### src/rtl/uart_fc_pkg.sv
// Shared types and constants for the flow-controlled UART.
// Assumes a 3-bit register address space.
package uart_fc_pkg;

    localparam logic [2:0] A_DATA   = 3'd0;
    localparam logic [2:0] A_INTEN  = 3'd1;
    localparam logic [2:0] A_IIDFL  = 3'd2;
    localparam logic [2:0] A_LINE   = 3'd3;
    localparam logic [2:0] A_CTRL   = 3'd4;
    localparam logic [2:0] A_STATUS = 3'd5;
    localparam logic [2:0] A_BAUD   = 3'd6;

    // Oversampling ticks per bit, minus one
    localparam logic [2:0] PH_LAST = 3'd7;
    // Tick index where the start bit is confirmed
    localparam logic [2:0] PH_MID  = 3'd3;

    typedef enum logic [1:0] {
        SER_IDLE,
        SER_START,
        SER_DATA,
        SER_STOP
    } ser_state_t;

    // Free-entry margin at which RTS drops, selected by a 2-bit field
    function automatic logic [2:0] rts_margin(input logic [1:0] sel);
        case (sel)
            2'b00:   rts_margin = 3'd3;
            2'b01:   rts_margin = 3'd2;
            2'b10:   rts_margin = 3'd1;
            default: rts_margin = 3'd4;
        endcase
    endfunction

endpackage

### src/rtl/uart_fc_fifo.sv
// Synchronous byte queue with clear, full/empty flags and fill count.
// Assumes DEPTH is a power of two. Pushes when full and pops when
// empty are dropped; clear wins over push and pop.
module uart_fc_fifo #(
    parameter int W     = 8,
    parameter int DEPTH = 8
) (
    input  logic                     clk,
    input  logic                     rst_n,
    input  logic                     clr,
    input  logic                     push,
    input  logic [W-1:0]             din,
    input  logic                     pop,
    output logic [W-1:0]             dout,
    output logic                     full,
    output logic                     empty,
    output logic [$clog2(DEPTH):0]   count
);
    localparam int AW = $clog2(DEPTH);
    localparam int CW = AW + 1;

    logic [W-1:0]  mem [DEPTH];
    logic [AW-1:0] wr_ptr, rd_ptr;
    logic [CW-1:0] cnt;
    logic          do_push, do_pop;

    assign full    = (cnt == CW'(DEPTH));
    assign empty   = (cnt == '0);
    assign do_push = push && !full && !clr;
    assign do_pop  = pop && !empty && !clr;
    assign dout    = mem[rd_ptr];
    assign count   = cnt;

    // Store incoming byte at the write pointer
    always_ff @(posedge clk) begin
        if (do_push) begin
            mem[wr_ptr] <= din;
        end
    end

    // Advance pointers and fill count
    always_ff @(posedge clk) begin
        if (!rst_n || clr) begin
            wr_ptr <= '0;
            rd_ptr <= '0;
            cnt    <= '0;
        end else begin
            if (do_push) wr_ptr <= wr_ptr + 1'b1;
            if (do_pop)  rd_ptr <= rd_ptr + 1'b1;
            cnt <= cnt + CW'(do_push) - CW'(do_pop);
        end
    end

    p_no_overflow_r5: assert property (@(posedge clk) disable iff (!rst_n)
        cnt <= CW'(DEPTH));

endmodule

### src/rtl/uart_fc_baud.sv
// Oversampling tick generator: one pulse every (div+1) clocks.
// Eight ticks make one bit period.
module uart_fc_baud #(
    parameter int DIV_W = 16
) (
    input  logic             clk,
    input  logic             rst_n,
    input  logic [DIV_W-1:0] div,
    output logic             tick
);
    logic [DIV_W-1:0] cnt;

    // Count up to the divider, pulse and restart
    always_ff @(posedge clk) begin
        if (!rst_n) begin
            cnt  <= '0;
            tick <= 1'b0;
        end else if (cnt >= div) begin
            cnt  <= '0;
            tick <= 1'b1;
        end else begin
            cnt  <= cnt + 1'b1;
            tick <= 1'b0;
        end
    end

    p_tick_spacing_r1: assert property (@(posedge clk) disable iff (!rst_n)
        (tick && div != '0) |=> !tick);

endmodule

### src/rtl/uart_fc_tx.sv
// Serial transmitter: start bit, 7 or 8 data bits LSB first, one stop
// bit, each bit eight ticks long. A character starts only on a tick,
// when enabled, when the queue has data and when may_start is high.
// The output flop is forced low while brk is set.
module uart_fc_tx
    import uart_fc_pkg::*;
#(
    parameter int W = 8
) (
    input  logic         clk,
    input  logic         rst_n,
    input  logic         tick,
    input  logic         en,
    input  logic         brk,
    input  logic         eight,
    input  logic         may_start,
    input  logic         q_empty,
    input  logic [W-1:0] q_data,
    output logic         pop,
    output logic         txd,
    output logic         idle
);
    ser_state_t   st;
    logic [2:0]   ph;
    logic [2:0]   bidx;
    logic [W-1:0] sh;
    logic         ser;
    logic         txd_q;
    logic [2:0]   last_bit;

    assign last_bit = eight ? 3'd7 : 3'd6;
    assign pop      = (st == SER_IDLE) && tick && en && !q_empty && may_start;
    assign idle     = (st == SER_IDLE);
    assign txd      = txd_q;

    // Line level implied by the current state
    always_comb begin
        case (st)
            SER_START: ser = 1'b0;
            SER_DATA:  ser = sh[0];
            default:   ser = 1'b1;
        endcase
    end

    // Frame sequencer
    always_ff @(posedge clk) begin
        if (!rst_n) begin
            st   <= SER_IDLE;
            ph   <= '0;
            bidx <= '0;
            sh   <= '0;
        end else begin
            case (st)
                SER_IDLE: begin
                    if (pop) begin
                        st <= SER_START;
                        sh <= q_data;
                        ph <= '0;
                    end
                end
                SER_START: begin
                    if (tick) begin
                        if (ph == PH_LAST) begin
                            st   <= SER_DATA;
                            ph   <= '0;
                            bidx <= '0;
                        end else begin
                            ph <= ph + 1'b1;
                        end
                    end
                end
                SER_DATA: begin
                    if (tick) begin
                        if (ph == PH_LAST) begin
                            ph <= '0;
                            sh <= sh >> 1;
                            if (bidx == last_bit) st <= SER_STOP;
                            else                  bidx <= bidx + 1'b1;
                        end else begin
                            ph <= ph + 1'b1;
                        end
                    end
                end
                default: begin
                    if (tick) begin
                        if (ph == PH_LAST) begin
                            st <= SER_IDLE;
                            ph <= '0;
                        end else begin
                            ph <= ph + 1'b1;
                        end
                    end
                end
            endcase
        end
    end

    // Registered line output with break override
    always_ff @(posedge clk) begin
        if (!rst_n) txd_q <= 1'b1;
        else        txd_q <= brk ? 1'b0 : ser;
    end

    p_break_low_r3: assert property (@(posedge clk) disable iff (!rst_n)
        brk |=> !txd_q);

    p_cts_gate_r7: assert property (@(posedge clk) disable iff (!rst_n)
        (st == SER_START && $past(st) == SER_IDLE) |-> $past(may_start));

endmodule

### src/rtl/uart_fc_rx.sv
// Serial receiver on a synchronized input. The start edge is seen on
// a tick and confirmed four ticks later (mid-bit); each data bit and
// the stop bit are sampled eight ticks apart. No framing check.
// Dropping en returns the receiver to idle at once.
module uart_fc_rx
    import uart_fc_pkg::*;
#(
    parameter int W = 8
) (
    input  logic         clk,
    input  logic         rst_n,
    input  logic         tick,
    input  logic         en,
    input  logic         eight,
    input  logic         rxs,
    output logic         push,
    output logic [W-1:0] data,
    output logic         idle
);
    ser_state_t   st;
    logic [2:0]   ph;
    logic [2:0]   bidx;
    logic [W-1:0] buf_q;
    logic [2:0]   last_bit;

    assign last_bit = eight ? 3'd7 : 3'd6;
    assign push     = en && (st == SER_STOP) && tick && (ph == PH_LAST);
    assign data     = buf_q;
    assign idle     = (st == SER_IDLE);

    // Start detection, mid-bit sampling and frame completion
    always_ff @(posedge clk) begin
        if (!rst_n) begin
            st    <= SER_IDLE;
            ph    <= '0;
            bidx  <= '0;
            buf_q <= '0;
        end else if (!en) begin
            st <= SER_IDLE;
            ph <= '0;
        end else begin
            case (st)
                SER_IDLE: begin
                    if (tick && !rxs) begin
                        st    <= SER_START;
                        ph    <= '0;
                        buf_q <= '0;
                    end
                end
                SER_START: begin
                    if (tick) begin
                        if (ph == PH_MID) begin
                            ph   <= '0;
                            bidx <= '0;
                            st   <= rxs ? SER_IDLE : SER_DATA;
                        end else begin
                            ph <= ph + 1'b1;
                        end
                    end
                end
                SER_DATA: begin
                    if (tick) begin
                        if (ph == PH_LAST) begin
                            ph          <= '0;
                            buf_q[bidx] <= rxs;
                            if (bidx == last_bit) st <= SER_STOP;
                            else                  bidx <= bidx + 1'b1;
                        end else begin
                            ph <= ph + 1'b1;
                        end
                    end
                end
                default: begin
                    if (tick) begin
                        if (ph == PH_LAST) begin
                            st <= SER_IDLE;
                            ph <= '0;
                        end else begin
                            ph <= ph + 1'b1;
                        end
                    end
                end
            endcase
        end
    end

    p_seven_bit_clear_r4: assert property (@(posedge clk) disable iff (!rst_n)
        (push && !eight && $past(!eight)) |-> !buf_q[W-1]);

endmodule

### src/rtl/uart_flowctl.sv
// Flow-controlled UART top: register port, synchronizers, queues,
// RTS/CTS logic, interrupt identification and status word.
// Reads are combinational in the strobe cycle; a DATA read pops the
// receive queue and a STATUS read clears the overflow flag.
module uart_flowctl
    import uart_fc_pkg::*;
#(
    parameter int DEPTH = 8,
    parameter int DIV_W = 16
) (
    input  logic        clk,
    input  logic        rst_n,
    input  logic        reg_wr,
    input  logic        reg_rd,
    input  logic [2:0]  reg_addr,
    input  logic [31:0] reg_wdata,
    output logic [31:0] reg_rdata,
    input  logic        rxd,
    output logic        txd,
    input  logic        cts_in,
    output logic        rts_out,
    output logic        irq
);
    localparam int CW = $clog2(DEPTH) + 1;

    // Control state
    logic [1:0]       inten;
    logic [1:0]       line_sz;
    logic             brk;
    logic             rx_en, tx_en, auto_rts, auto_cts, rts_inv, cts_inv;
    logic [1:0]       thr_sel;
    logic [DIV_W-1:0] baud;
    logic             ovf;
    logic             rts_q;
    logic             rx_m, rx_s, cts_m, cts_s;

    logic             tick;
    logic             tx_pop, tx_idle, rx_push, rx_idle;
    logic [7:0]       tx_dout, rx_dout, rx_byte;
    logic             tx_full, tx_empty, rx_full, rx_empty;
    logic [CW-1:0]    tx_cnt, rx_cnt, rx_free;
    logic             wr_data, rd_data, rd_stat, wr_flush;
    logic             may_start, rts_act;
    logic             rx_pend, tx_pend;
    logic [2:0]       iid;
    logic [31:0]      status;
    logic             unused_wdata;

    assign unused_wdata = ^reg_wdata;
    assign wr_data  = reg_wr && (reg_addr == A_DATA);
    assign rd_data  = reg_rd && (reg_addr == A_DATA);
    assign rd_stat  = reg_rd && (reg_addr == A_STATUS);
    assign wr_flush = reg_wr && (reg_addr == A_IIDFL);

    // Two-flop synchronizers for the asynchronous inputs
    always_ff @(posedge clk) begin
        if (!rst_n) begin
            rx_m <= 1'b1; rx_s <= 1'b1;
            cts_m <= 1'b1; cts_s <= 1'b1;
        end else begin
            rx_m <= rxd;    rx_s <= rx_m;
            cts_m <= cts_in; cts_s <= cts_m;
        end
    end

    // Register writes
    always_ff @(posedge clk) begin
        if (!rst_n) begin
            inten    <= 2'b00;
            line_sz  <= 2'b11;
            brk      <= 1'b0;
            rx_en    <= 1'b1;
            tx_en    <= 1'b1;
            auto_rts <= 1'b0;
            auto_cts <= 1'b0;
            thr_sel  <= 2'b00;
            rts_inv  <= 1'b0;
            cts_inv  <= 1'b0;
            baud     <= '0;
        end else if (reg_wr) begin
            case (reg_addr)
                A_INTEN: inten <= reg_wdata[1:0];
                A_LINE: begin
                    line_sz <= reg_wdata[1:0];
                    brk     <= reg_wdata[2];
                end
                A_CTRL: begin
                    rx_en    <= reg_wdata[0];
                    tx_en    <= reg_wdata[1];
                    auto_rts <= reg_wdata[2];
                    auto_cts <= reg_wdata[3];
                    thr_sel  <= reg_wdata[5:4];
                    rts_inv  <= reg_wdata[6];
                    cts_inv  <= reg_wdata[7];
                end
                A_BAUD: baud <= reg_wdata[DIV_W-1:0];
                default: ;
            endcase
        end
    end

    // Sticky overflow: set on a dropped byte, cleared by a status read
    always_ff @(posedge clk) begin
        if (!rst_n)                  ovf <= 1'b0;
        else if (rx_push && rx_full) ovf <= 1'b1;
        else if (rd_stat)            ovf <= 1'b0;
    end

    // RTS from receive free space, with polarity select
    assign rx_free = CW'(DEPTH) - rx_cnt;
    assign rts_act = !auto_rts || (rx_free > CW'(rts_margin(thr_sel)));
    always_ff @(posedge clk) begin
        if (!rst_n) rts_q <= 1'b1;
        else        rts_q <= rts_act ^ rts_inv;
    end
    assign rts_out = rts_q;

    assign may_start = !auto_cts || (cts_s ^ cts_inv);

    uart_fc_baud #(.DIV_W(DIV_W)) u_baud (
        .clk(clk), .rst_n(rst_n), .div(baud), .tick(tick)
    );

    uart_fc_fifo #(.W(8), .DEPTH(DEPTH)) u_txq (
        .clk(clk), .rst_n(rst_n), .clr(wr_flush && reg_wdata[1]),
        .push(wr_data), .din(reg_wdata[7:0]), .pop(tx_pop),
        .dout(tx_dout), .full(tx_full), .empty(tx_empty), .count(tx_cnt)
    );

    uart_fc_fifo #(.W(8), .DEPTH(DEPTH)) u_rxq (
        .clk(clk), .rst_n(rst_n), .clr(wr_flush && reg_wdata[0]),
        .push(rx_push), .din(rx_byte), .pop(rd_data),
        .dout(rx_dout), .full(rx_full), .empty(rx_empty), .count(rx_cnt)
    );

    uart_fc_tx #(.W(8)) u_tx (
        .clk(clk), .rst_n(rst_n), .tick(tick), .en(tx_en), .brk(brk),
        .eight(line_sz[0]), .may_start(may_start), .q_empty(tx_empty),
        .q_data(tx_dout), .pop(tx_pop), .txd(txd), .idle(tx_idle)
    );

    uart_fc_rx #(.W(8)) u_rx (
        .clk(clk), .rst_n(rst_n), .tick(tick), .en(rx_en),
        .eight(line_sz[0]), .rxs(rx_s), .push(rx_push), .data(rx_byte),
        .idle(rx_idle)
    );

    // Interrupt identification, receive before transmit
    assign rx_pend = inten[0] && !rx_empty;
    assign tx_pend = inten[1] && tx_empty;
    always_comb begin
        if (rx_pend)      iid = 3'b100;
        else if (tx_pend) iid = 3'b010;
        else              iid = 3'b001;
    end
    assign irq = !iid[0];

    // Status word assembly
    always_comb begin
        status        = '0;
        status[0]     = !rx_empty;
        status[1]     = !tx_full;
        status[2]     = rx_idle;
        status[3]     = tx_idle;
        status[4]     = ovf;
        status[5]     = tx_full;
        status[6]     = rts_q;
        status[7]     = cts_s;
        status[8]     = tx_empty;
        status[9]     = tx_empty && tx_idle;
        status[23:16] = 8'(rx_cnt);
        status[31:24] = 8'(tx_cnt);
    end

    // Read multiplexer
    always_comb begin
        case (reg_addr)
            A_DATA:   reg_rdata = rx_empty ? 32'd0 : {24'd0, rx_dout};
            A_INTEN:  reg_rdata = {30'd0, inten};
            A_IIDFL:  reg_rdata = {29'd0, iid};
            A_LINE:   reg_rdata = {29'd0, brk, line_sz};
            A_CTRL:   reg_rdata = {24'd0, cts_inv, rts_inv, thr_sel,
                                   auto_cts, auto_rts, tx_en, rx_en};
            A_STATUS: reg_rdata = status;
            A_BAUD:   reg_rdata = 32'(baud);
            default:  reg_rdata = 32'd0;
        endcase
    end

    p_ovf_cause_r5: assert property (@(posedge clk) disable iff (!rst_n)
        $rose(ovf) |-> $past(rx_full));

    p_rts_free_r6: assert property (@(posedge clk) disable iff (!rst_n)
        $past(auto_rts && !rts_inv && rx_empty) |-> rts_out);

endmodule

### config.mk
export PLATFORM = sky130hd
export DESIGN_NAME = uart_flowctl
export DESIGN_NICKNAME = d
export VERILOG_FILES = /design/src/rtl/uart_fc_pkg.sv /design/src/rtl/uart_fc_fifo.sv /design/src/rtl/uart_fc_baud.sv /design/src/rtl/uart_fc_tx.sv /design/src/rtl/uart_fc_rx.sv /design/src/rtl/uart_flowctl.sv
export SDC_FILE = /design/constraint.sdc
export NUM_CORES = 1
export LEC_CHECK = 0
export ABC_AREA = 1
export ABC_CLOCK_PERIOD_IN_PS = 3400
export CAP_MARGIN = 40
export CORE_ASPECT_RATIO = 0.8
export CORE_UTILIZATION = 45
export DETAILED_ROUTE_END_ITERATION = 8
export DONT_BUFFER_PORTS = 1
export PLACE_DENSITY_LB_ADDON = 0.1
export SLEW_MARGIN = 20
export SYNTH_ARGS = -nofsm -noshare
export SYNTH_HDL_FRONTEND = slang
export SYNTH_SLANG_ARGS = --single-unit
### constraint.sdc
create_clock -name clk -period 3.4 [get_ports clk]
set_clock_uncertainty 0.2 [all_clocks]
set_input_delay 0.17 -clock clk [delete_from_list [all_inputs] [get_ports clk]]
set_output_delay 0.17 -clock clk [all_outputs]
set_load 0.005 [all_outputs]
After elaboration in Yosys (flattened, before gate mapping)
Memories as Yosys holds them, arrays and structs flattened. A register that Yosys moved wholly into a read port is not among the register bits. Index checks and enable logic that the tools add are counted.

Register bits: 105. RAM bits: 128. Input port bits: 41. Output and inout port bits: 35. Memories: 2.

Memory list: u_rxq.mem (words 8, bits a word 8, read ports 1, clocked after Yosys merged registers in 1, wr ports 1, RTL line uart_fc_fifo.sv:22) `logic [W-1:0] mem [DEPTH];`; u_txq.mem (words 8, bits a word 8, read ports 1, clocked after Yosys merged registers in 1, wr ports 1, RTL line uart_fc_fifo.sv:22).

Add/subtract/negate cells: 14. Order comparisons: 4. Equal/unequal tests: 34. Muxes and demuxes: 71. Bitwise operators: 3. Reduce and logical (&&, ||, !) cells: 71.

Operator list (number): 28-bit one-hot mux with 7 select lines (1); 3-bit two-way mux (24); 8-bit two-way mux (7); 2-bit two-way mux (18); 8-bit one-hot mux with 2 select lines (2); 1-bit logical AND (27); 3-bit by 1-bit adder with 3-bit output, second input constant (8); 3-bit one-hot mux with 2 select lines (3); 16-bit by 1-bit adder with 16-bit output, second input constant (1); 16-bit greater-or-equal comparator (1); 2-bit by 1-bit inequality test with 1-bit output, second input constant (8); 8-bit AND reduction (2); 2-bit nonzero test (8); 3-bit == test, second input constant (5); 2-bit inequality test, second input constant (6); 2-bit one-hot mux with 3 select lines (2); 2-bit AND reduction (6); 1-bit logical NOT (11); 1-bit two-way mux (10); 3-bit by 2-bit == test with 1-bit output, second input constant (3); 3-bit one-hot mux with 3 select lines (1); 4-bit by 1-bit adder with 4-bit output (2); 8-bit bitwise mux (1); 2-bit == test, second input constant (4); 24 further kinds (36).

Logic depth before layout (Yosys ltp)
Gate-level depths: netlist (run 1).

Depth after elaboration: 9. Depth in mapped cells: 14. Mapped depth without buffers: 14.

Modules after synthesis
A second synthesis (run 1) with hierarchy kept.

Cell total of the unflattened synthesis: 1386. Area, all modules: 11686.2 µm².

By module, submodules not included: uart_fc_fifo (instances 2, cells each 317, area each 3266.9 µm², seq. area each 2182.1 µm²); uart_flowctl (instances 1, cells each 273, area each 1830.5 µm², seq. area each 700.7 µm²); uart_fc_baud (instances 1, cells each 169, area each 1206.2 µm², seq. area each 340.3 µm²); uart_fc_rx (instances 1, cells each 165, area each 1147.4 µm², seq. area each 320.3 µm²); uart_fc_tx (instances 1, cells each 145, area each 968.4 µm², seq. area each 340.3 µm²).

Worst setup path before layout (run 1)
Ideal clock, no wire load.

Path type: register to register. From: register u_tx.st[0]. To: register u_txq.cnt[2], in the netlist u_txq.count[2]. Data arrival time: 2266 ps. Data required time: 3082 ps. Setup slack: 816 ps. Stages on the path, launching flop included: 14. Path buffers: 0. Clock period less this slack: 2584 ps. Cell sequence: dfxtp_1 inv_1 ha_1 nand3_1 a21oi_1 nand2_2 a21oi_1 ha_1 inv_1 ha_1 inv_1 fa_1 xor2_1 nor2_1.

Longest elaborated chain between the ends: 8.

Ends and longest elaborated chain: start, declared (RTL line uart_fc_tx.sv:23) `ser_state_t st;`; start signal, assigned (RTL line uart_fc_tx.sv:48) `st <= SER_IDLE;`; start signal, assigned (RTL line uart_fc_tx.sv:56) `st <= SER_START;`; start signal, assigned (RTL line uart_fc_tx.sv:64) `st <= SER_DATA;`; 2-bit logical NOT (RTL line uart_fc_tx.sv:32) `assign pop = (st == SER_IDLE) && tick && en && !q_empty && may_start;`; 1-bit logical AND (4 in series) (RTL line uart_fc_tx.sv:32); 1-bit logical AND (2 in series) (RTL line uart_fc_fifo.sv:30) `assign do_pop = pop && !empty && !clr;`; via u_txq.do_pop (RTL line uart_fc_fifo.sv:25) `logic do_push, do_pop;`; 4-bit by 1-bit subtractor with 4-bit output (RTL line uart_fc_fifo.sv:50) `cnt <= cnt + CW'(do_push) - CW'(do_pop);`; end signal, assigned (RTL line uart_fc_fifo.sv:50); end, declared (RTL line uart_fc_fifo.sv:24) `logic [CW-1:0] cnt;`.

The timed path passes the listed nets, and every way through them passes these cells. A chain may end at the register's enable or synchronous reset.

Worst setup path after layout (run 1)
From: register u_rxq.cnt[1], in the netlist u_rxq.count[1]. To: register u_rxq.cnt[3], in the netlist u_rxq.count[3].

RTL lines: start, declared (RTL line uart_fc_fifo.sv:24); start signal, assigned (RTL line uart_fc_fifo.sv:50); 4-bit logical NOT (RTL line uart_fc_fifo.sv:28) `assign empty = (cnt == '0);`; 1-bit logical NOT (RTL line uart_fc_fifo.sv:30); 1-bit logical AND (2 in series) (RTL line uart_fc_fifo.sv:30); via u_rxq.do_pop (RTL line uart_fc_fifo.sv:25); 4-bit by 1-bit subtractor with 4-bit output (RTL line uart_fc_fifo.sv:50).

The timed path passes the listed nets, and every way through them passes these cells.

==> results.md, run 1 <==
* Vias per std cell at 5.14
* Postcts setup bufs at 0
* Ant. Diodes at 0
* Yosys warning count at 0
* FF-to-FF Start: u_rxq.count[1]$_SDFF_PP0_
* Max Cap Viol at 0
* Cell Int Power at 5120 uW
* LEAKAGE at 0.00493 uW
* Total CTS buffers at 25
* Hold Crit Class: in -> reg
* Worst setup path start: u_rxq.count[1]$_SDFF_PP0_
* Place WS at 0.614 ns
* Worst R2R Path Depth at 14
* Resized cells post-CTS at 0
* Sw Share at 28.5%
* Worst Path Required at 3.65 ns
* Commonest non-fill, non-tap cell in the layout: nand2_1
* Worst-margin pin slew at 0.784 ns
* Root Driver: clkbuf_16
* R2r setup slk at 0.55 ns
* Final global-route overflow total at 0
* GPL Wtd Cong at 0.840
* Cell variety after synth at 41
* Mapped Area at 11100 um2
* Total design power at 7160 uW
* Vias in the first global route at 7553
* IO Pins at 76
* Setup TNS at 0 ns
* PortBufs at 0
* Met3 Usage GRT at 3.15%
* Worst Path Arrival at 3.11 ns
* Initial Util at 46.6%
* Yosys reg bits at 239
* Worst hold margin at 0.0113 ns
* Global-route wire length before repair at 41700 um
* Post-synthesis sequential area ratio at 54.8%
* CTS tree: built
* Slew margin rel. at 47.5%
* Status: finished, final reports clean
* RSZ-0062 raised after global routing: false
* Die area at 25300 um2
* Die Y at 142 um
* Antenna violations before repair at 0
* Final WS setup at 0.546 ns
* CP Capture Type: register
* Drc violations at 0
* 1st-iter DRT viols at 529
* Overall Global Routing Usage at 21.5%
* Synth Area in Simple Gates at 20.7%
* Max Slew Vio Count at 0
* Clock sinks at 239
* Crit Path Max Fanout at 4
* Final Hold Fails at 0
* Crit start category: register
* Reg clk slew, reported paths at 0.06 ns
* Gate Count Post-Synth at 1248
* Post-synthesis mux area share at 0%
* Drt total wl at 26700 um
* Row count at 50
* Wire per inst at 16.5 um
* Synth Area in Compound Gates at 10.4%
* Met1 Use GR at 33.3%
* Layout cells sized above 1 at 7.21%
* Chip Width at 177 um
* Final setup violation count at 0
* Mean area per synthesized cell at 8.88 um2
* Largest family of logic cells by synthesized area: simple AND/OR/NAND/NOR gates
* Synth-to-Final Area Change at 13.5%
* Core area at 23800 um2
* Filler cell count at 2262
* Detailed Place HPWL at 18300 um
* PD cells at 569 nW/um2
* Sequential power share at 45.0%
* Clock buffer depth at 3
* GRT Max-Usage Layer: met1
* Fin crit period at 2.85 ns
* Most frequent cells in the layout: 225 x nand2_1, 192 x nor2_1, 128 x edfxtp_1
* Routed Antenna Nets at 0
* Post-Synth Adder-Cell Area at 5.90%
* Max Fclk at 0.350 GHz
* Xor-xnor portion of the synthesized cell area at 1.66%
* Clock share of power at 37.6%
* Vias at 8307
* Clk_lat worst skew at 0.53 ns
* Pre-Repair DR Iteration Count at 5
* H-tree depth at 1
* Nets at 1377
* Met2 global-route usage at 31.8%
* CP endpoint: u_rxq.count[3]$_SDFF_PP0_
* Net Sw Power at 2040 uW
* Reg2reg end: u_rxq.count[3]$_SDFF_PP0_
* Largest net degree at the start of global routing at 40
* Critical path type: reg -> reg
* Combinational share of power at 17.4%
* Final period util at 83.9%
* VDD IR max at 0.490 mV
-- routing by layer --
| metal | vias to the layer above | share of wire [%] |
|---|---|---|
| met2 | 176 | 42 |
| li1 | 4219 | - |
| met4 | 0 | 1.6 |
| met3 | 33 | 5.0 |
| met1 | 3879 | 51 |
| met5 | - | 0 |
-- worst min-delay path by stage --
stage / from / end / slack, ns / cells past startpoint
after global routing: rxd / rx_m$_SDFF_PN1_ / 0.06 / 2
after CTS: reg_addr[2] / rx_en$_SDFFE_PN1P_ / 0.00005 / 4
final: reg_addr[2] / rx_en$_SDFFE_PN1P_ / 0.01 / 4
after global placement: reg_wdata[7] / u_txq.mem[2][7]$_DFFE_PP_ / 0.07 / 0
after floorplan: reg_wdata[0] / u_txq.mem[0][0]$_DFFE_PP_ / 0.07 / 0
after detailed placement: reg_wdata[6] / u_txq.mem[2][6]$_DFFE_PP_ / 0.07 / 0
-- stage by stage --
stage,instances,cell area [um2],util (%)
2_1_floorplan,1255,11100,-
6_report,1616,12600,52.9
5_1_grt,1616,12600,52.9
3_3_place_gp,1535,11400,47.9
4_1_cts,1614,12600,52.8
3_5_place_dp,1538,11400,48.1
-- worst max-delay path, stage by stage (launching register included) --
cell	delay, ns
dfxtp_1	0.39
inv_1	0.12
ha_1	0.25
nand2_1	0.17
inv_1	0.11
nor2_4	0.13
nand2_1	0.11
inv_1	0.12
ha_1	0.20
inv_1	0.06
ha_1	0.27
a21oi_1	0.14
o21bai_1	0.10
or2_2	0.28
a21oi_1	0.12
-- cell usage after synthesis --
cell / instances / area share (%)
o21ai_1: 1 / 0.045
or2_2: 9 / 0.51
o211ai_1: 17 / 1.2
buf_4: 9 / 0.61
nand2_2: 5 / 0.28
nor2_2: 2 / 0.11
ha_1: 49 / 5.5
o2111ai_1: 1 / 0.079
nand4_1: 8 / 0.45
nor2_1: 192 / 6.5
or2_4: 1 / 0.079
xnor2_1: 6 / 0.47
xor2_1: 15 / 1.2
edfxtp_1: 128 / 35
a21oi_1: 82 / 3.7
and3_1: 1 / 0.057
nand3_1: 82 / 3.7
conb_1: 1 / 0.034
nor2_4: 1 / 0.10
a21oi_2: 1 / 0.079
buf_6: 1 / 0.10
inv_2: 3 / 0.10
nor3_1: 15 / 0.68
clkbuf_1: 27 / 0.91
a21boi_0: 1 / 0.068
o22ai_1: 7 / 0.40
a211oi_1: 2 / 0.14
nand2_1: 225 / 7.6
dfxtp_1: 111 / 20
inv_1: 119 / 4.0
nor3_4: 2 / 0.29
o21ai_0: 93 / 4.2
o21a_1: 2 / 0.14
nand3b_1: 1 / 0.068
fa_1: 2 / 0.36
o31ai_1: 1 / 0.068
a221oi_1: 2 / 0.16
nor3_2: 3 / 0.27
o21bai_1: 2 / 0.14
clkinv_1: 2 / 0.068
buf_2: 16 / 0.72
-- cell families after synthesis --
logic type | count (synthesis)
fa+ha+maj | 51
simple gates | 547
xor+xnor | 21
flops | 239
compound gates | 212
other cells | 1
buf+inv | 177
-- cell type report --
cell class                 instances  area, um2  share of cell area, %
inverter                         124        465                   3.70
clock buffer                      29        671                   5.33
multi-input combinational        839       4310                   34.3
timing repair buffer              56        528                   4.20
clock inverter                    17        139                   1.10
sequential                       239       6070                   48.3
tap                              312        390                   3.11
-- what timing repair did --
action                                  4_1_cts  5_1_grt
endpoints found under the setup margin        0        0
hold buffers                                 30        0
endpoints found under the hold margin       143        0
-- flip-flops by register name (all words and copies together), names as in the netlist, 3 cells and up, named ones only --
| register | cells |
|---|---|
| baud | 16 |
| u_baud.cnt | 16 |
| u_rx.bidx | 3 |
| u_rx.data | 8 |
| u_rx.ph | 3 |
| u_rxq.count | 4 |
| u_rxq.mem | 64 |
| u_rxq.rd_ptr | 3 |
| u_rxq.wr_ptr | 3 |
| u_tx.bidx | 3 |
| u_tx.ph | 3 |
| u_tx.sh | 8 |
| u_txq.count | 4 |
| u_txq.mem | 64 |
| u_txq.rd_ptr | 3 |
| u_txq.wr_ptr | 3 |
-- power groups by stage --
stage               combinational, uW  clock [uW]  sequential, uW
floorplan                         956           0            3250
global placement                 1170           0            3280
detailed placement               1190           0            3280
CTS                              1260        2750            3220
global route                     1430        2870            3230
finish                           1250        2690            3220
No activity file was read; power rests on OpenSTA's default activity.
==> run 2: changes to the inputs <==
Settings changed: ABC_AREA 1 to 0, ABC_CLOCK_PERIOD_IN_PS 3400 to 2770.
Clock period 3.4 ns to 2.77 ns, I/O delays scaled along.
==> run 2 against run 1 <==
Die area is 2.3% lower. Highest routed layer unchanged. The flow now finishes with violations (hold timing). Sequential power grew 22%. Worst setup slack lost 0.41 ns. Critical path depth is 6 lower. Wire length fell by 3.9%. Via count shrank 13%. Synthesized cell count shrank 25%. Clock power is 38% higher.
==> results.md, run 2 <==
* Overall Global Routing Usage at 21.2% (-0.32 points)
* Worst Path Required at 2.43 ns (-1.22 ns)
* Status: finished, violations left
* CP Cell Sequence: inv_1 > ha_1 > nand2_1 > buf_4 > a22o_1 > a32oi_1 > o21ai_1 > or3_4
* Max Slew Vio Count at 0 (unchanged)
* CP bufs+invs at 2 (-2)
* Die area at 24700 um2 (-2.3%)
* Vias at 7193 (-13%)
* RSZ-0062 raised after global routing: false
* Chip Width at 175 um (-1.1%)
* CP Capture Type: output port
* Hold Crit Class: in -> reg
* Cell taking the most area after synthesis: edfxtp_1
* Number of flops mapped to enable cells by yosys at 128 (unchanged)
* Cell variety after synth at 68 (+66%)
* Crit Path Max Fanout at 3 (-1)
* Clock buffer depth at 3 (unchanged)
* Largest net degree at the start of global routing at 34 (-15%)
* Critical path type: reg -> out
* Most used DFF post-synth: edfxtp_1
* Gate Count Post-Synth at 939 (-25%)
* Routed Antenna Nets at 0 (unchanged)
* Yosys reg bits at 239 (unchanged)
* Row count at 50 (unchanged)
* CTS tree: built
* Failing checks: hold timing
* Top-count cell post-synth: edfxtp_1
* Total CTS buffers at 26 (+4.0%)
* Vias in the first global route at 6865 (-9.1%)
* Setup TNS at 0 ns (unchanged)
* Detailed Place HPWL at 17400 um (-5.2%)
* PortBufs at 0 (unchanged)
* Die Y at 141 um (-1.1%)
* Reg clk slew, reported paths at 0.06 ns (about the same)
* Drc violations at 0 (unchanged)
* Core area at 23500 um2 (-1.1%)
* PD cells at 692 nW/um2 (+21%)
* Final Hold Fails at 3 (+3)
* Worst path max stage delay at 0.41 ns (+0.02 ns)
* Drt total wl at 25700 um (-3.9%)
* Clock sinks at 239 (unchanged)
* Synth-to-Final Area Change at 16.2%
* Mapped Area at 10800 um2 (-2.3%)
* Max Fclk at 0.380 GHz
* Ant. Diodes at 0 (unchanged)
* Yosys warning count at 0 (unchanged)
* Worst-margin pin slew at 0.750 ns (-0.0343 ns)
* Global-route wire length before repair at 40100 um (-4.0%)
* Vias per std cell at 5.43 (+5.6%)
* Commonest non-fill, non-tap cell in the layout: edfxtp_1
* Synth top area share at 35.5% (+0.82 points)
* Largest regs: u_rxq.mem (64), u_txq.mem (64)
* LEAKAGE at 0.00449 uW (-9.0%)
* Wire per inst at 19.4 um (+17%)
* Slew margin rel. at 49.9% (+2.4 points)
* IO Pins at 76 (unchanged)
* Fin crit period at 2.63 ns
* GPL Wtd Cong at 0.773 (-8.0%)
* Final Util at 53.4% (+0.56 points)
* Initial Util at 46.0% (-0.59 points)
* Max Cap Viol at 0 (unchanged)
* Post-synthesis sequential area ratio at 56.1% (+1.3 points)
* Clk_lat worst skew at 0.52 ns (about the same)
* Postcts setup bufs at 0 (unchanged)
* Layout cells sized above 1 at 13.2% (+6.0 points)
* VDD IR max at 0.543 mV (+11%)
* H-tree depth at 1 (unchanged)
* Final period util at 95.0%
* Final global-route overflow total at 0 (unchanged)
* 1st-iter DRT viols at 549 (+3.8%)
* Most frequent cells in the layout: 128 x edfxtp_1, 114 x nand2_1, 109 x dfxtp_1
* Synth top area cells: edfxtp_1 36%, dfxtp_1 21%, mux4_2 6.7%
* CP max stage cell: or3_4
* Mean area per synthesized cell at 11.5 um2 (+30%)
* Synth async-reset ratio at 0% (unchanged)
* Delay-heaviest family, CP: simple AND/OR/NAND/NOR gates
* Antenna violations before repair at 0 (unchanged)
* Worst hold margin at -0.00597 ns (-0.0173 ns)
* Top cells by count, synth: 128 x edfxtp_1, 114 x nand2_1, 111 x dfxtp_1
* Worst Path Arrival at 2.29 ns (-0.82 ns)
* Nets at 1086 (-21%)
* Root Driver: clkbuf_16
* Crit start category: register
* Pre-Repair DR Iteration Count at 6 (+1)
* Final setup violation count at 0 (unchanged)
[run 2: path summary, 6_finish.rpt]
kind / startpoint / end / slack [ns] / cells past startpoint
worst max-delay path: u_rxq.count[0]$_SDFF_PP0_ / reg_rdata[0] / 0.14 / 8
worst max register to register: u_rxq.count[0]$_SDFF_PP0_ / u_rxq.count[2]$_SDFF_PP0_ / 0.21 / 13
worst min-delay path: reg_addr[2] / auto_cts$_SDFFE_PN0P_ / -0.006 / 4
worst min register to register: cts_m$_SDFF_PN1_ / cts_s$_SDFF_PN1_ / 0.21 / 1
[run 2: repair_timing]
action	CTS	global route
hold endpoints to repair	174	0
resized for setup	1	6
pin swaps	0	0
hold buffers	32	0
endpoints found under the setup margin	1	8
[run 2: cells by family (layout without fill, tap and decap cells)]
logic type,count (synthesis),after routing,synth area share (%)
flops,239,239,56.1
compound gates,133,133,7.83
mux,61,61,9.38
buf+inv,94,161,3.67
xor+xnor,30,30,2.43
fa+ha+maj,51,51,6.04
simple gates,330,330,14.6
other cells,1,8,0.0347
[run 2: power by group]
group	switching [uW]	internal, uW	leakage [uW]
logic	595	459	0.00196
registers	80.9	3830	0.00207
clock network	1380	2340	0.000457
total	2060	6630	0.00449
[run 2: per-stage QoR]
stage	setup WS (ns)	cell area [um2]	cells	total power [uW]
after CTS	0.0894	12600	1325	8770
after global placement	0.148	11300	1246	4960
final	0.139	12600	1325	8690
after detailed placement	0.136	11300	1246	4960
after global routing	0.0151	12600	1325	9050
after floorplan	0.141	10800	946	4690
[run 2: layout make-up]
type	instances	area, um2
multi-input cells	613	4400
flip-flops and latches	239	6070
clock inverters	12	181
fillers	2079	11000
well taps	312	390
inverters	43	161
repair buffers	71	623
clock buffers	35	746
[run 2: layer usage]
layer,track usage (%),part of all wire [%],vias to the layer above
li1,-,-,3469
met3,3.29,5.7,32
met1,34.3,53,3501
met5,0,0,-
met4,4.85,1.8,0
met2,29.4,40,191
[run 2: worst reg2reg max path, delay by kind of cell, from the launching register on]
kind | cells | cell delay [ns]
flops | 1 | 0.35
fa+ha+maj | 4 | 1.00
xor+xnor | 1 | 0.16
buf+inv | 4 | 0.29
simple gates | 4 | 0.45
==> run 3: changes to the inputs <==
Settings changed: CTS_BUF_LIST set to sky130_fd_sc_hd__clkbuf_8.
==> run 3 against run 2 <==
The run now ends clean. Critical endpoint is now rx_en$_SDFFE_PN1P_. Non-clock buffer count grew 2. First-iteration DRC count shrank 10%. Sequential cell count is the same. Maximum frequency shrank 1.2%. Worst hold slack gained 0.033 ns. Via count grew 0.24%. Die area is the same. Largest power group unchanged. Cell count grew 2.1%. Global-route usage grew 0.27 points. Core utilization shrank 0.63 points.
==> results.md, run 3 (synthesized netlist as in run 2, its figures left out) <==
* Status: finished, final reports clean
* Max Cap Viol at 0 (unchanged)
* DR WL met3 at 1570 um (+7.5%)
* LEAKAGE at 0.00449 uW (about the same)
* VDD IR max at 0.372 mV (-32%)
* Max Fclk at 0.375 GHz (-1.2%)
* RSZ-0062 raised after global routing: true
* Drc violations at 0 (unchanged)
* Reg clk slew, reported paths at 0.06 ns (about the same)
* Routed Antenna Nets at 0 (unchanged)
* Largest net degree at the start of global routing at 34 (unchanged)
* Clock buffer depth at 3 (unchanged)
* GPL Wtd Cong at 0.773 (unchanged)
* H-tree depth at 2 (+1)
* Post-DP Area at 11300 um2 (unchanged)
* CP max stage cell: dlygate4sd3_1
* Root Driver: clkbuf_8
* Final global-route overflow total at 0 (unchanged)
* Total CTS buffers at 40 (+54%)
* Critical path type: in -> reg
* CP Capture Type: register
* Antenna violations before repair at 0 (unchanged)
* Commonest non-fill, non-tap cell in the layout: edfxtp_1
* Vias per std cell at 5.33 (-1.8%)
* Slew margin rel. at 49.8% (-0.099 points)
* Synth-to-Final Area Change at 14.8%
* Crit start category: input pin
* Clk_lat worst skew at 0.54 ns (+0.02 ns)
* Max Slew Vio Count at 0 (unchanged)
* Detailed Place HPWL at 17400 um (unchanged)
* Chip Width at 175 um (unchanged)
* CTS tree: built
* Filler cell count at 2114 (+1.7%)
* Vias at 7210 (+0.24%)
* Wire per inst at 19.0 um (-2.1%)
* Met2 wire length at 10300 um (+1.1%)
* Final Hold Fails at 0 (-3)
* PortBufs at 0 (unchanged)
* Fin crit period at 2.66 ns (+0.0327 ns)
* Worst-margin pin slew at 0.748 ns (-0.00106 ns)
* Max Used Layer: met4
* Die Y at 141 um (unchanged)
* Worst Path Arrival at 2.95 ns (+0.66 ns)
* Overall Global Routing Usage at 21.5% (+0.27 points)
* Die area at 24700 um2 (unchanged)
* Crit Path Max Fanout at 20 (+17)
* Initial Util at 46.0% (unchanged)
* Worst path max stage delay at 0.75 ns (+0.34 ns)
* Final period util at 96.2% (+1.2 points)
* Finished Cell Area at 12400 um2 (-1.2%)
* Core area at 23500 um2 (unchanged)
* Hold Crit Class: in -> reg
* Clock sinks at 239 (unchanged)
* Largest regs: u_rxq.mem (64), u_txq.mem (64)
* Global-route wire length before repair at 40400 um (+0.91%)
* Postcts setup bufs at 0 (unchanged)
* PD cells at 640 nW/um2 (-7.4%)
* 1st-iter DRT viols at 492 (-10%)
* Pre-Repair DR Iteration Count at 5 (-1)
* Delay-heaviest family, CP: buffers and inverters
* Nets at 1102 (+1.5%)
* Total design power at 7950 uW (-8.5%)
* Most frequent cells in the layout: 128 x edfxtp_1, 114 x nand2_1, 109 x dfxtp_1
* Layout cells sized above 1 at 13.8% (+0.60 points)
* CP Cell Sequence: dlygate4sd3_1 > nor2b_1 > nor2b_1 > nand2_1 > dlygate4sd3_1 > nand3_1 > dlygate4sd3_1
* Drt total wl at 25600 um (about the same)
* Ant. Diodes at 0 (unchanged)
* Final setup violation count at 0 (unchanged)
* Worst Path Required at 3.05 ns (+0.62 ns)
* M1 WL at 13400 um (-1.0%)
* Row count at 50 (unchanged)
* Cell mode on critical path: dlygate4sd3_1
* Vias in the first global route at 6963 (+1.4%)
* IO Pins at 76 (unchanged)
* CP bufs+invs at 3 (+1)
==> run 3: cell count changes in the layout (fill, tap and decap cells not counted), sizes merged <==
cell         change
inv             +17
clkinvlp         +1
dlygate4sd3      +2
bufinv           -4
clkbuf          +10
clkinv           +2
==> run 3: metrics by stage <==
stage                     util, %  hold WS, ns  setup slack [ns]  cells  setup TNS (ns)
after floorplan                 -       0.0374             0.141    946               0
final                        52.8       0.0272             0.106   1353               0
after global placement       48.0       0.0187             0.148   1246               0
after CTS                    52.8      0.00468            0.0643   1353               0
after detailed placement     48.0       0.0292             0.136   1246               0
after global routing         52.8       0.0174           -0.0177   1353         -0.0177
==> run 3: repair_timing <==
action / in CTS / in global routing
pin swaps: 0 / 0
endpoints found under the setup margin: 1 / 7
gates resized for setup: 1 / 4
endpoints found under the hold margin: 174 / 0
hold buffers: 34 / 0
==> run 3: final timing paths <==
check                                            endpoint                       from  slack, ns  cells after the start
worst max register to register  u_rxq.count[2]$_SDFF_PP0_  u_rxq.count[0]$_SDFF_PP0_       0.15                     13
worst min register to register           cts_s$_SDFF_PN1_           cts_m$_SDFF_PN1_       0.21                      1
worst min-delay path                baud[15]$_SDFFE_PN0P_                reg_addr[2]       0.03                      3
worst max-delay path                   rx_en$_SDFFE_PN1P_                reg_addr[2]       0.11                      7
==> run 3: layout make-up <==
cell class	instances	area (um2)	share of cell area, %
Inverter	43	161	1.30
Timing Repair Buffer	73	643	5.18
Sequential cell	239	6070	48.8
Clock inverter	28	145	1.17
Clock buffer	45	619	4.99
Multi-Input combinational cell	613	4400	35.4
Tap cell	312	390	3.14
==> run 3: worst min-delay path: cells and delay by family <==
kind | cells | cell delay, ns
compound gates | 1 | 0.05
simple gates | 2 | 0.52
==> run 3: per-layer routing <==
metal / up-vias / GRT usage [%]
met5: - / 0
met4: 0 / 5.68
met3: 32 / 3.88
met2: 199 / 29.5
met1: 3479 / 34.3
li1: 3500 / -
==> run 3: power breakdown <==
| group | internal [uW] | leakage (uW) | switching [uW] | total, uW |
|---|---|---|---|---|
| Combinational | 460 | 0.00197 | 596 | 1060 |
| Clock | 1590 | 0.000451 | 1400 | 2980 |
| Sequential | 3830 | 0.00207 | 80.9 | 3920 |
| Total | 5880 | 0.00449 | 2070 | 7950 |
